[src/rtl/dcol_pkg.sv]
`timescale 1ns/1ps
package dcol_pkg;
  // What the drain engine does in the current cycle
  typedef enum logic [1:0] {
    DR_IDLE,
    DR_WRITE,
    DR_DROP,
    DR_CLOSE
  } drain_act_e;
endpackage

[src/rtl/dcol_cells.sv]
`timescale 1ns/1ps
module dcol_cells #(
  parameter int N_CELLS = 80,
  parameter int ADC_W   = 8,
  parameter int TAG_W   = 4,
  localparam int NPIX   = 2 * N_CELLS,
  localparam int IDX_W  = $clog2(NPIX),
  localparam int PC_W   = $clog2(NPIX + 1)
) (
  input  logic                  clk,
  input  logic                  rst_n,
  input  logic [NPIX-1:0]       hit_i,
  input  logic [NPIX*ADC_W-1:0] amp_i,
  input  logic                  accept_i,
  input  logic [TAG_W-1:0]      tag_i,
  input  logic                  clr_i,
  input  logic [IDX_W-1:0]      clr_idx_i,
  input  logic [TAG_W-1:0]      srch_tag_i,
  output logic                  fast_or_o,
  output logic [PC_W-1:0]       new_hits_o,
  output logic                  found_o,
  output logic [IDX_W-1:0]      found_idx_o,
  output logic [ADC_W-1:0]      found_amp_o
);
  logic [NPIX-1:0]    flag_q, flag_d;
  logic [TAG_W-1:0]   tag_q [N_CELLS];
  logic [ADC_W-1:0]   amp_q [NPIX];
  logic [N_CELLS-1:0] cell_free, cell_load;
  logic [NPIX-1:0]    new_bits, match;

  for (genvar c = 0; c < N_CELLS; c++) begin : g_cell
    assign cell_free[c]          = ~(flag_q[2*c] | flag_q[2*c+1]);
    assign new_bits[2*c +: 2]    = hit_i[2*c +: 2] & {2{cell_free[c]}};
    assign cell_load[c]          = accept_i & (|new_bits[2*c +: 2]);
    assign match[2*c +: 2]       = flag_q[2*c +: 2] & {2{tag_q[c] == srch_tag_i}};
  end

  assign fast_or_o = |new_bits;
  assign found_o   = |match;

  always_comb begin
    new_hits_o = '0;
    for (int p = 0; p < NPIX; p++) new_hits_o = new_hits_o + PC_W'(new_bits[p]);
  end

  // lowest pending pixel of the searched event wins
  always_comb begin
    found_idx_o = '0;
    for (int p = NPIX - 1; p >= 0; p--) begin
      if (match[p]) found_idx_o = IDX_W'(p);
    end
  end

  assign found_amp_o = amp_q[found_idx_o];

  always_comb begin
    flag_d = flag_q;
    if (clr_i) flag_d[clr_idx_i] = 1'b0;
    for (int c = 0; c < N_CELLS; c++) begin
      if (cell_load[c]) flag_d[2*c +: 2] = hit_i[2*c +: 2];
    end
  end

  always_ff @(posedge clk or negedge rst_n) begin
    if (!rst_n) flag_q <= '0;
    else        flag_q <= flag_d;
  end

  // payload registers: load enable only, no reset
  always_ff @(posedge clk) begin
    for (int c = 0; c < N_CELLS; c++) begin
      if (cell_load[c]) begin
        tag_q[c]     <= tag_i;
        amp_q[2*c]   <= amp_i[(2*c)*ADC_W +: ADC_W];
        amp_q[2*c+1] <= amp_i[(2*c+1)*ADC_W +: ADC_W];
      end
    end
  end


  accept_fast_or_chk: assert property (@(posedge clk) disable iff (!rst_n)
    accept_i |-> fast_or_o);


  clr_pending_chk: assert property (@(posedge clk) disable iff (!rst_n)
    clr_i |-> flag_q[clr_idx_i]);
endmodule

[src/rtl/dcol_ts_buf.sv]
`timescale 1ns/1ps
module dcol_ts_buf #(
  parameter int DEPTH  = 12,
  parameter int TS_W   = 8,
  parameter int HC_W   = 8,
  localparam int PTR_W = $clog2(DEPTH),
  localparam int OCC_W = $clog2(DEPTH + 1)
) (
  input  logic             clk,
  input  logic             rst_n,
  input  logic             push_i,
  input  logic [TS_W-1:0]  ts_i,
  input  logic             pop_i,
  input  logic             inc_i,
  input  logic             bad_i,
  input  logic             done_i,
  output logic [PTR_W-1:0] wr_slot_o,
  output logic [PTR_W-1:0] drn_slot_o,
  output logic             pending_o,
  output logic             full_o,
  output logic             rdy_o,
  output logic [TS_W-1:0]  head_ts_o,
  output logic             head_ovf_o,
  output logic [HC_W-1:0]  head_cnt_o
);
  logic [PTR_W-1:0] wr_q, wr_d, rd_q, rd_d, dr_q, dr_d;
  logic [OCC_W-1:0] occ_q, occ_d, und_q, und_d;
  logic [TS_W-1:0]  ts_mem  [DEPTH];
  logic             ovf_mem [DEPTH];
  logic [HC_W-1:0]  cnt_mem [DEPTH];
  logic             pop_eff;

  function automatic logic [PTR_W-1:0] bump(input logic [PTR_W-1:0] p);
    return (p == PTR_W'(DEPTH - 1)) ? '0 : p + 1'b1;
  endfunction

  assign rdy_o      = (occ_q != und_q);
  assign pop_eff    = pop_i & rdy_o;
  assign full_o     = (occ_q == OCC_W'(DEPTH)) & ~pop_eff;
  assign pending_o  = (und_q != '0);
  assign wr_slot_o  = wr_q;
  assign drn_slot_o = dr_q;
  assign head_ts_o  = ts_mem[rd_q];
  assign head_ovf_o = ovf_mem[rd_q];
  assign head_cnt_o = cnt_mem[rd_q];

  always_comb begin
    wr_d  = push_i  ? bump(wr_q) : wr_q;
    rd_d  = pop_eff ? bump(rd_q) : rd_q;
    dr_d  = done_i  ? bump(dr_q) : dr_q;
    occ_d = occ_q + OCC_W'(push_i) - OCC_W'(pop_eff);
    und_d = und_q + OCC_W'(push_i) - OCC_W'(done_i);
  end

  always_ff @(posedge clk or negedge rst_n) begin
    if (!rst_n) begin
      wr_q <= '0; rd_q <= '0; dr_q <= '0; occ_q <= '0; und_q <= '0;
    end else begin
      wr_q <= wr_d; rd_q <= rd_d; dr_q <= dr_d; occ_q <= occ_d; und_q <= und_d;
    end
  end

  // the push slot and the drain slot never coincide while an event is open
  always_ff @(posedge clk) begin
    if (push_i) begin
      ts_mem[wr_q]  <= ts_i;
      ovf_mem[wr_q] <= 1'b0;
      cnt_mem[wr_q] <= '0;
    end
    if (inc_i) cnt_mem[dr_q] <= cnt_mem[dr_q] + 1'b1;
    if (bad_i) ovf_mem[dr_q] <= 1'b1;
  end


  ts_occ_bound_chk: assert property (@(posedge clk) disable iff (!rst_n)
    occ_q <= OCC_W'(DEPTH));


  ts_drain_order_chk: assert property (@(posedge clk) disable iff (!rst_n)
    und_q <= occ_q);


  ts_close_open_chk: assert property (@(posedge clk) disable iff (!rst_n)
    done_i |-> pending_o);


  ts_push_room_chk: assert property (@(posedge clk) disable iff (!rst_n)
    push_i |-> !full_o);
endmodule

[src/rtl/dcol_data_buf.sv]
`timescale 1ns/1ps
module dcol_data_buf #(
  parameter int DEPTH  = 32,
  parameter int W      = 17,
  localparam int PTR_W = $clog2(DEPTH),
  localparam int CNT_W = $clog2(DEPTH + 1)
) (
  input  logic         clk,
  input  logic         rst_n,
  input  logic         push_i,
  input  logic [W-1:0] din_i,
  input  logic         pop_i,
  output logic         full_o,
  output logic         rdy_o,
  output logic [W-1:0] dout_o
);
  logic [PTR_W-1:0] wr_q, wr_d, rd_q, rd_d;
  logic [CNT_W-1:0] cnt_q, cnt_d;
  logic [W-1:0]     mem [DEPTH];
  logic             pop_eff;

  function automatic logic [PTR_W-1:0] bump(input logic [PTR_W-1:0] p);
    return (p == PTR_W'(DEPTH - 1)) ? '0 : p + 1'b1;
  endfunction

  assign rdy_o   = (cnt_q != '0);
  assign pop_eff = pop_i & rdy_o;
  assign full_o  = (cnt_q == CNT_W'(DEPTH)) & ~pop_eff;
  assign dout_o  = mem[rd_q];

  always_comb begin
    wr_d  = push_i  ? bump(wr_q) : wr_q;
    rd_d  = pop_eff ? bump(rd_q) : rd_q;
    cnt_d = cnt_q + CNT_W'(push_i) - CNT_W'(pop_eff);
  end

  always_ff @(posedge clk or negedge rst_n) begin
    if (!rst_n) begin
      wr_q <= '0; rd_q <= '0; cnt_q <= '0;
    end else begin
      wr_q <= wr_d; rd_q <= rd_d; cnt_q <= cnt_d;
    end
  end

  always_ff @(posedge clk) begin
    if (push_i) mem[wr_q] <= din_i;
  end


  data_push_room_chk: assert property (@(posedge clk) disable iff (!rst_n)
    push_i |-> !full_o);


  data_occ_bound_chk: assert property (@(posedge clk) disable iff (!rst_n)
    cnt_q <= CNT_W'(DEPTH));
endmodule

[src/rtl/dcol_sat_cnt.sv]
`timescale 1ns/1ps
module dcol_sat_cnt #(
  parameter int W     = 16,
  parameter int INC_W = 8
) (
  input  logic             clk,
  input  logic             rst_n,
  input  logic [INC_W-1:0] inc_i,
  output logic [W-1:0]     cnt_o
);
  logic [W-1:0] cnt_q, cnt_d;
  logic [W:0]   sum;

  assign sum   = {1'b0, cnt_q} + (W+1)'(inc_i);
  assign cnt_d = sum[W] ? '1 : sum[W-1:0];
  assign cnt_o = cnt_q;

  always_ff @(posedge clk or negedge rst_n) begin
    if (!rst_n) cnt_q <= '0;
    else        cnt_q <= cnt_d;
  end


  cnt_monotonic_chk: assert property (@(posedge clk) disable iff (!rst_n)
    cnt_q >= $past(cnt_q));


  cnt_sat_hold_chk: assert property (@(posedge clk) disable iff (!rst_n)
    (&cnt_q) |=> (&cnt_q));
endmodule

[src/rtl/dcol_hit_buffer.sv]
`timescale 1ns/1ps
module dcol_hit_buffer
  import dcol_pkg::*;
#(
  parameter int N_CELLS    = 80,
  parameter int ADC_W      = 8,
  parameter int TS_W       = 8,
  parameter int TS_DEPTH   = 12,
  parameter int DATA_DEPTH = 32,
  parameter int CNT_W      = 16,
  localparam int NPIX      = 2 * N_CELLS,
  localparam int IDX_W     = $clog2(NPIX),
  localparam int PC_W      = $clog2(NPIX + 1),
  localparam int TAG_W     = $clog2(TS_DEPTH),
  localparam int DW        = 1 + IDX_W + ADC_W
) (
  input  logic                  clk,
  input  logic                  rst_n,
  input  logic [NPIX-1:0]       hit_i,
  input  logic [NPIX*ADC_W-1:0] amp_i,
  input  logic [TS_W-1:0]       ts_i,
  output logic                  fast_or_o,
  input  logic                  ts_pop_i,
  output logic                  ts_rdy_o,
  output logic [TS_W-1:0]       ts_head_o,
  output logic                  ts_ovf_o,
  output logic [PC_W-1:0]       ts_nhit_o,
  input  logic                  data_pop_i,
  output logic                  data_rdy_o,
  output logic                  data_mark_o,
  output logic [IDX_W-1:0]      data_addr_o,
  output logic [ADC_W-1:0]      data_amp_o,
  output logic [CNT_W-1:0]      ts_lost_o,
  output logic [CNT_W-1:0]      data_lost_o
);
  drain_act_e       act;
  logic             first_q, first_d, ovf_q, ovf_d;
  logic             ts_full, ts_pend, ts_push, d_full;
  logic [TAG_W-1:0] wr_slot, drn_slot;
  logic [PC_W-1:0]  new_hits, ts_loss_inc, d_loss_inc;
  logic             found;
  logic [IDX_W-1:0] found_idx;
  logic [ADC_W-1:0] found_amp;
  logic [DW-1:0]    d_dout;

  assign ts_push = fast_or_o & ~ts_full;

  dcol_cells #(.N_CELLS(N_CELLS), .ADC_W(ADC_W), .TAG_W(TAG_W)) u_cells (
    .clk        (clk),
    .rst_n      (rst_n),
    .hit_i      (hit_i),
    .amp_i      (amp_i),
    .accept_i   (ts_push),
    .tag_i      (wr_slot),
    .clr_i      ((act == DR_WRITE) || (act == DR_DROP)),
    .clr_idx_i  (found_idx),
    .srch_tag_i (drn_slot),
    .fast_or_o  (fast_or_o),
    .new_hits_o (new_hits),
    .found_o    (found),
    .found_idx_o(found_idx),
    .found_amp_o(found_amp)
  );

  dcol_ts_buf #(.DEPTH(TS_DEPTH), .TS_W(TS_W), .HC_W(PC_W)) u_ts (
    .clk       (clk),
    .rst_n     (rst_n),
    .push_i    (ts_push),
    .ts_i      (ts_i),
    .pop_i     (ts_pop_i),
    .inc_i     (act == DR_WRITE),
    .bad_i     (act == DR_DROP),
    .done_i    (act == DR_CLOSE),
    .wr_slot_o (wr_slot),
    .drn_slot_o(drn_slot),
    .pending_o (ts_pend),
    .full_o    (ts_full),
    .rdy_o     (ts_rdy_o),
    .head_ts_o (ts_head_o),
    .head_ovf_o(ts_ovf_o),
    .head_cnt_o(ts_nhit_o)
  );

  dcol_data_buf #(.DEPTH(DATA_DEPTH), .W(DW)) u_data (
    .clk   (clk),
    .rst_n (rst_n),
    .push_i(act == DR_WRITE),
    .din_i ({first_q, found_idx, found_amp}),
    .pop_i (data_pop_i),
    .full_o(d_full),
    .rdy_o (data_rdy_o),
    .dout_o(d_dout)
  );

  assign {data_mark_o, data_addr_o, data_amp_o} = d_dout;

  // drain decision for the oldest open event
  always_comb begin
    act = DR_IDLE;
    if (ts_pend) begin
      if (!found)              act = DR_CLOSE;
      else if (ovf_q | d_full) act = DR_DROP;
      else                     act = DR_WRITE;
    end
  end

  always_comb begin
    first_d = first_q;
    ovf_d   = ovf_q;
    case (act)
      DR_WRITE: first_d = 1'b0;
      DR_DROP:  ovf_d   = 1'b1;
      DR_CLOSE: begin first_d = 1'b1; ovf_d = 1'b0; end
      default:  ;
    endcase
  end

  always_ff @(posedge clk or negedge rst_n) begin
    if (!rst_n) begin
      first_q <= 1'b1;
      ovf_q   <= 1'b0;
    end else begin
      first_q <= first_d;
      ovf_q   <= ovf_d;
    end
  end

  assign ts_loss_inc = (fast_or_o & ts_full) ? new_hits : '0;
  assign d_loss_inc  = PC_W'(act == DR_DROP);

  dcol_sat_cnt #(.W(CNT_W), .INC_W(PC_W)) u_ts_lost (
    .clk(clk), .rst_n(rst_n), .inc_i(ts_loss_inc), .cnt_o(ts_lost_o)
  );

  dcol_sat_cnt #(.W(CNT_W), .INC_W(PC_W)) u_data_lost (
    .clk(clk), .rst_n(rst_n), .inc_i(d_loss_inc), .cnt_o(data_lost_o)
  );


  drop_keeps_event_chk: assert property (@(posedge clk) disable iff (!rst_n)
    (act == DR_DROP) |=> (ovf_q || act == DR_CLOSE || !ts_pend));
endmodule

[config.mk]
export PLATFORM = sky130hd
export DESIGN_NAME = dcol_hit_buffer
export DESIGN_NICKNAME = d
export VERILOG_FILES = /design/src/rtl/dcol_pkg.sv /design/src/rtl/dcol_cells.sv /design/src/rtl/dcol_ts_buf.sv /design/src/rtl/dcol_data_buf.sv /design/src/rtl/dcol_sat_cnt.sv /design/src/rtl/dcol_hit_buffer.sv
export SDC_FILE = /design/constraint.sdc
export NUM_CORES = 2
export LEC_CHECK = 0
export BUFFER_PORTS_ARGS = -buffer_cell sky130_fd_sc_hd__buf_4
export CAP_MARGIN = 15
export CORE_AREA = 2 2 585 587
export CTS_CLUSTER_SIZE = 40
export DETAILED_ROUTE_END_ITERATION = 6
export DIE_AREA = 0 0 587 589
export MAX_ROUTING_LAYER = met4
export PLACE_DENSITY = 0.55
export SETUP_SLACK_MARGIN = 0.2
export SLEW_MARGIN = 0
export SYNTH_ARGS = -nofsm -noshare
export SYNTH_HDL_FRONTEND = slang
export SYNTH_SLANG_ARGS = --single-unit
export TNS_END_PERCENT = 1
[constraint.sdc]
create_clock -name clk -period 13 [get_ports clk]
set_clock_uncertainty 0.1 [all_clocks]
set_input_delay 1.3 -clock clk [delete_from_list [all_inputs] [get_ports clk]]
set_output_delay 1.3 -clock clk [all_outputs]
set_load 0.03 [all_outputs]
==> impl_metrics.yaml <==
run_status:
  status: "finished, violations left"
  violations: "design-rule violations"
global_routing:
  grt_first_pass_wirelength_um: 764000
  grt_max_degree: 104
  antenna_found_initial: 147
  overflow: 0
  grt_pass1_vias: 78600
  grt_use_total: 0.347
worst_setup_path:
  cp-start-kind: "flip-flop"
  crit_type: "flip-flop to flip-flop"
  cp.required_ns: 13.70
  cp-end-kind: "flip-flop"
  crit_arrival_ns: 11.39
  crit_fanout: 4
  cp_slowest_cell: "fa_1"
  crit_path_frequent_cell: "fa_1"
  critPathMaxStageDelay_ns: 0.62
die:
  die_area_um2: 346000
  die_h_um: 589
  rows: 214
  start_util: 0.334
  die_w_um: 587
  core_area_um2: 339000
  io_pins: 1521
drt:
  vias: 80000
  viasPerCell: 5.64
  ant_nets: 0
  post-route-drc-count: 9
  drtIter0Drc: 11000
  wl_per_cell_um: 42.2
  drt-total-wl_um: 599000
  dr.pass1.iters: 7
cells_and_area:
  multiInputGateArea_um2: 35300
  nets: 11000
  final_common_cell: "edfxtp_1"
  mostFrequentLayoutCells: "edfxtp_1, buf_4, nand2_1"
  seqCellArea_um2: 76200
  synthToLayoutAreaGrowth_pct: 25.6
  layout-drive-gt1-share: 0.302
  n_fill_cell: 31300
synthesis:
  synth_enable_flop_cells: 2336
  ys_seq_area_frac: 0.672
  yosys_warnings: 0
  async_flop_share: 0.0892
  ys_seq_elements: 2578
  syn_area_per_cell_um2: 15.1
  syn-num-nets: 9188
  syn_inst: 7512
  yosysUniqueCellTypes: 95
  synth_flop_cell: "edfxtp_1"
  syn_area_um2: 113000
clock_network:
  worstSkewPairLatency_ns: 0.97
  clock_sinks: 2578
  numCtsBuffers: 301
  clk_pin_slew_ns: 0.06
  htree_levels: 5
  cts_tree: "done"
  cts_root_buf: "clkbuf_16"
  hold_buffers: 0
  cts_setup_buffers: 0
  clockBufferDepth: 4
  cts_resized: 0
min_path:
  hold_class: "input port to async pin"
timing:
  rsz0062_at_grt: "no"
  period_needed_ns: 10.69
  worst_slew_pin_slew_ns: 1.35
  finalCritPeriodShare: 0.823
  slew_headroom: 0.0994
  finalSetupViolCount: 0
  setup_tns_ns: 0
  hold_viol: 0
  fmax_mhz: 93.5
  final_max_slew_viol_count: 0
place:
  dp_hpwl_um: 456000
  io_buffers: 1520
  globalplace.congestion: 1.02
flow_run:
  drv_cap: 0
[state kept, by name, indices dropped and copies added, names as in the netlist, 6 cells and up]
name               count
u_cells.amp_q       1280
u_cells.flag_q       160
u_cells.tag_q        320
u_data.cnt_q           6
u_data.mem           544
u_data_lost.cnt_o     16
u_ts.cnt_mem          96
u_ts.ovf_mem          12
u_ts.ts_mem           96
u_ts_lost.cnt_o       16
[per-stage QoR]
step           worst slack (ns)  utilization  hold WS (ns)  std cells  instance area, um2
3_3_place_gp               1.51        0.390         0.344      13500              132000
2_1_floorplan              2.78            -         0.337       7512              113000
6_report                   2.31        0.420         0.252      14200              142000
3_5_place_dp               1.71        0.390         0.356      13500              132000
5_1_grt                    1.83        0.420         0.260      14200              142000
4_1_cts                    2.31        0.419         0.211      14100              142000
[routing by layer]
metal	vias up	track usage	wire length (um)
li1	32300	-	-
met1	41900	0.434	232000
met2	5042	0.531	276000
met3	834	0.0941	61400
met4	0	0.145	28900
met5	-	-	0
[cells by family (layout without fill, tap and decap cells)]
kind of cell    count (synthesis)  after routing  synth area share
other cells                     0            118                 0
xor+xnor                      358            358            0.0277
mux                           685            685            0.0936
buf+inv                       643           2666            0.0279
simple gates                 1930           1930            0.0787
compound gates               1094           1094            0.0656
flops                        2578           2578             0.672
fa+ha+maj                     224            224            0.0347
[synthesized netlist by cell type, types with 12 or more instances]
master | count | area [um2]
clkbuf_1 | 141 | 529
nor2b_1 | 60 | 375
nor2_1 | 376 | 1410
nand4_1 | 60 | 375
nand3_1 | 209 | 1050
buf_4 | 58 | 435
nor4_1 | 47 | 294
a32oi_1 | 68 | 596
a21oi_1 | 105 | 526
edfxtp_1 | 2336 | 70100
a22oi_1 | 63 | 473
a22o_1 | 55 | 482
nor3_1 | 40 | 200
xor2_1 | 287 | 2510
fa_1 | 151 | 3020
xnor2_1 | 71 | 622
o211a_1 | 25 | 250
mux2i_1 | 350 | 3500
or2_2 | 22 | 138
and2_1 | 90 | 563
dfxtp_1 | 12 | 240
dfrtp_1 | 229 | 5730
nor4_2 | 25 | 313
o21ai_0 | 360 | 1800
and4_1 | 12 | 105
a211oi_1 | 53 | 398
ha_1 | 73 | 913
o211ai_1 | 18 | 135
buf_6 | 54 | 608
and3_1 | 26 | 163
o2111ai_1 | 13 | 114
o22ai_1 | 59 | 369
nand2_1 | 893 | 3350
inv_1 | 273 | 1020
a21o_1 | 20 | 150
mux4_2 | 295 | 6640
nand2b_1 | 22 | 138
o2bb2ai_1 | 28 | 245
a32o_1 | 23 | 230
mux2_2 | 39 | 439
buf_1 | 45 | 169
buf_2 | 65 | 325
a31oi_1 | 59 | 369
[worst paths after layout]
check / cells past startpoint / slack, ns / startpoint / end
max: 32 / 2.31 / u_cells.flag_q[108] / u_ts_lost.cnt_o[15]
min: 1 / 0.25 / rst_n / u_ts_lost.cnt_o[8]
max reg2reg: 32 / 2.31 / u_cells.flag_q[108] / u_ts_lost.cnt_o[15]
min reg2reg: 1 / 0.37 / u_ts.ovf_mem[0] / u_ts.ovf_mem[0]
max in group asynchronous: 3 / 10.22 / rst_n / u_ts.drn_slot_o[2]
min in group clk: 1 / 0.37 / u_ts.ovf_mem[0] / u_ts.ovf_mem[0]
[critical path, delay by kind of cell (launching register included)]
family                   cells  cell delay [ns]
AND/OR/NAND/NOR              6             1.40
buffers and inverters        5             0.36
adder cells (fa/ha/maj)     13             6.51
flip-flops                   1             0.42
AO/OA/AOI/OAI                7             1.40
multiplexers                 1             0.33
[cell type report]
type                            instances  share of cell area
Antenna cell                          118             0.00207
Multi-Input combinational cell       4291               0.248
Tap cell                             4536              0.0399
Timing Repair Buffer                 1855              0.0996
Clock inverter                        160              0.0124
Clock buffer                          374              0.0558
Sequential cell                      2578               0.535
Inverter                              277             0.00743
Power is not shown: default switching activity piles up to over one toggle a cycle in this logic, so the estimate is an artifact.
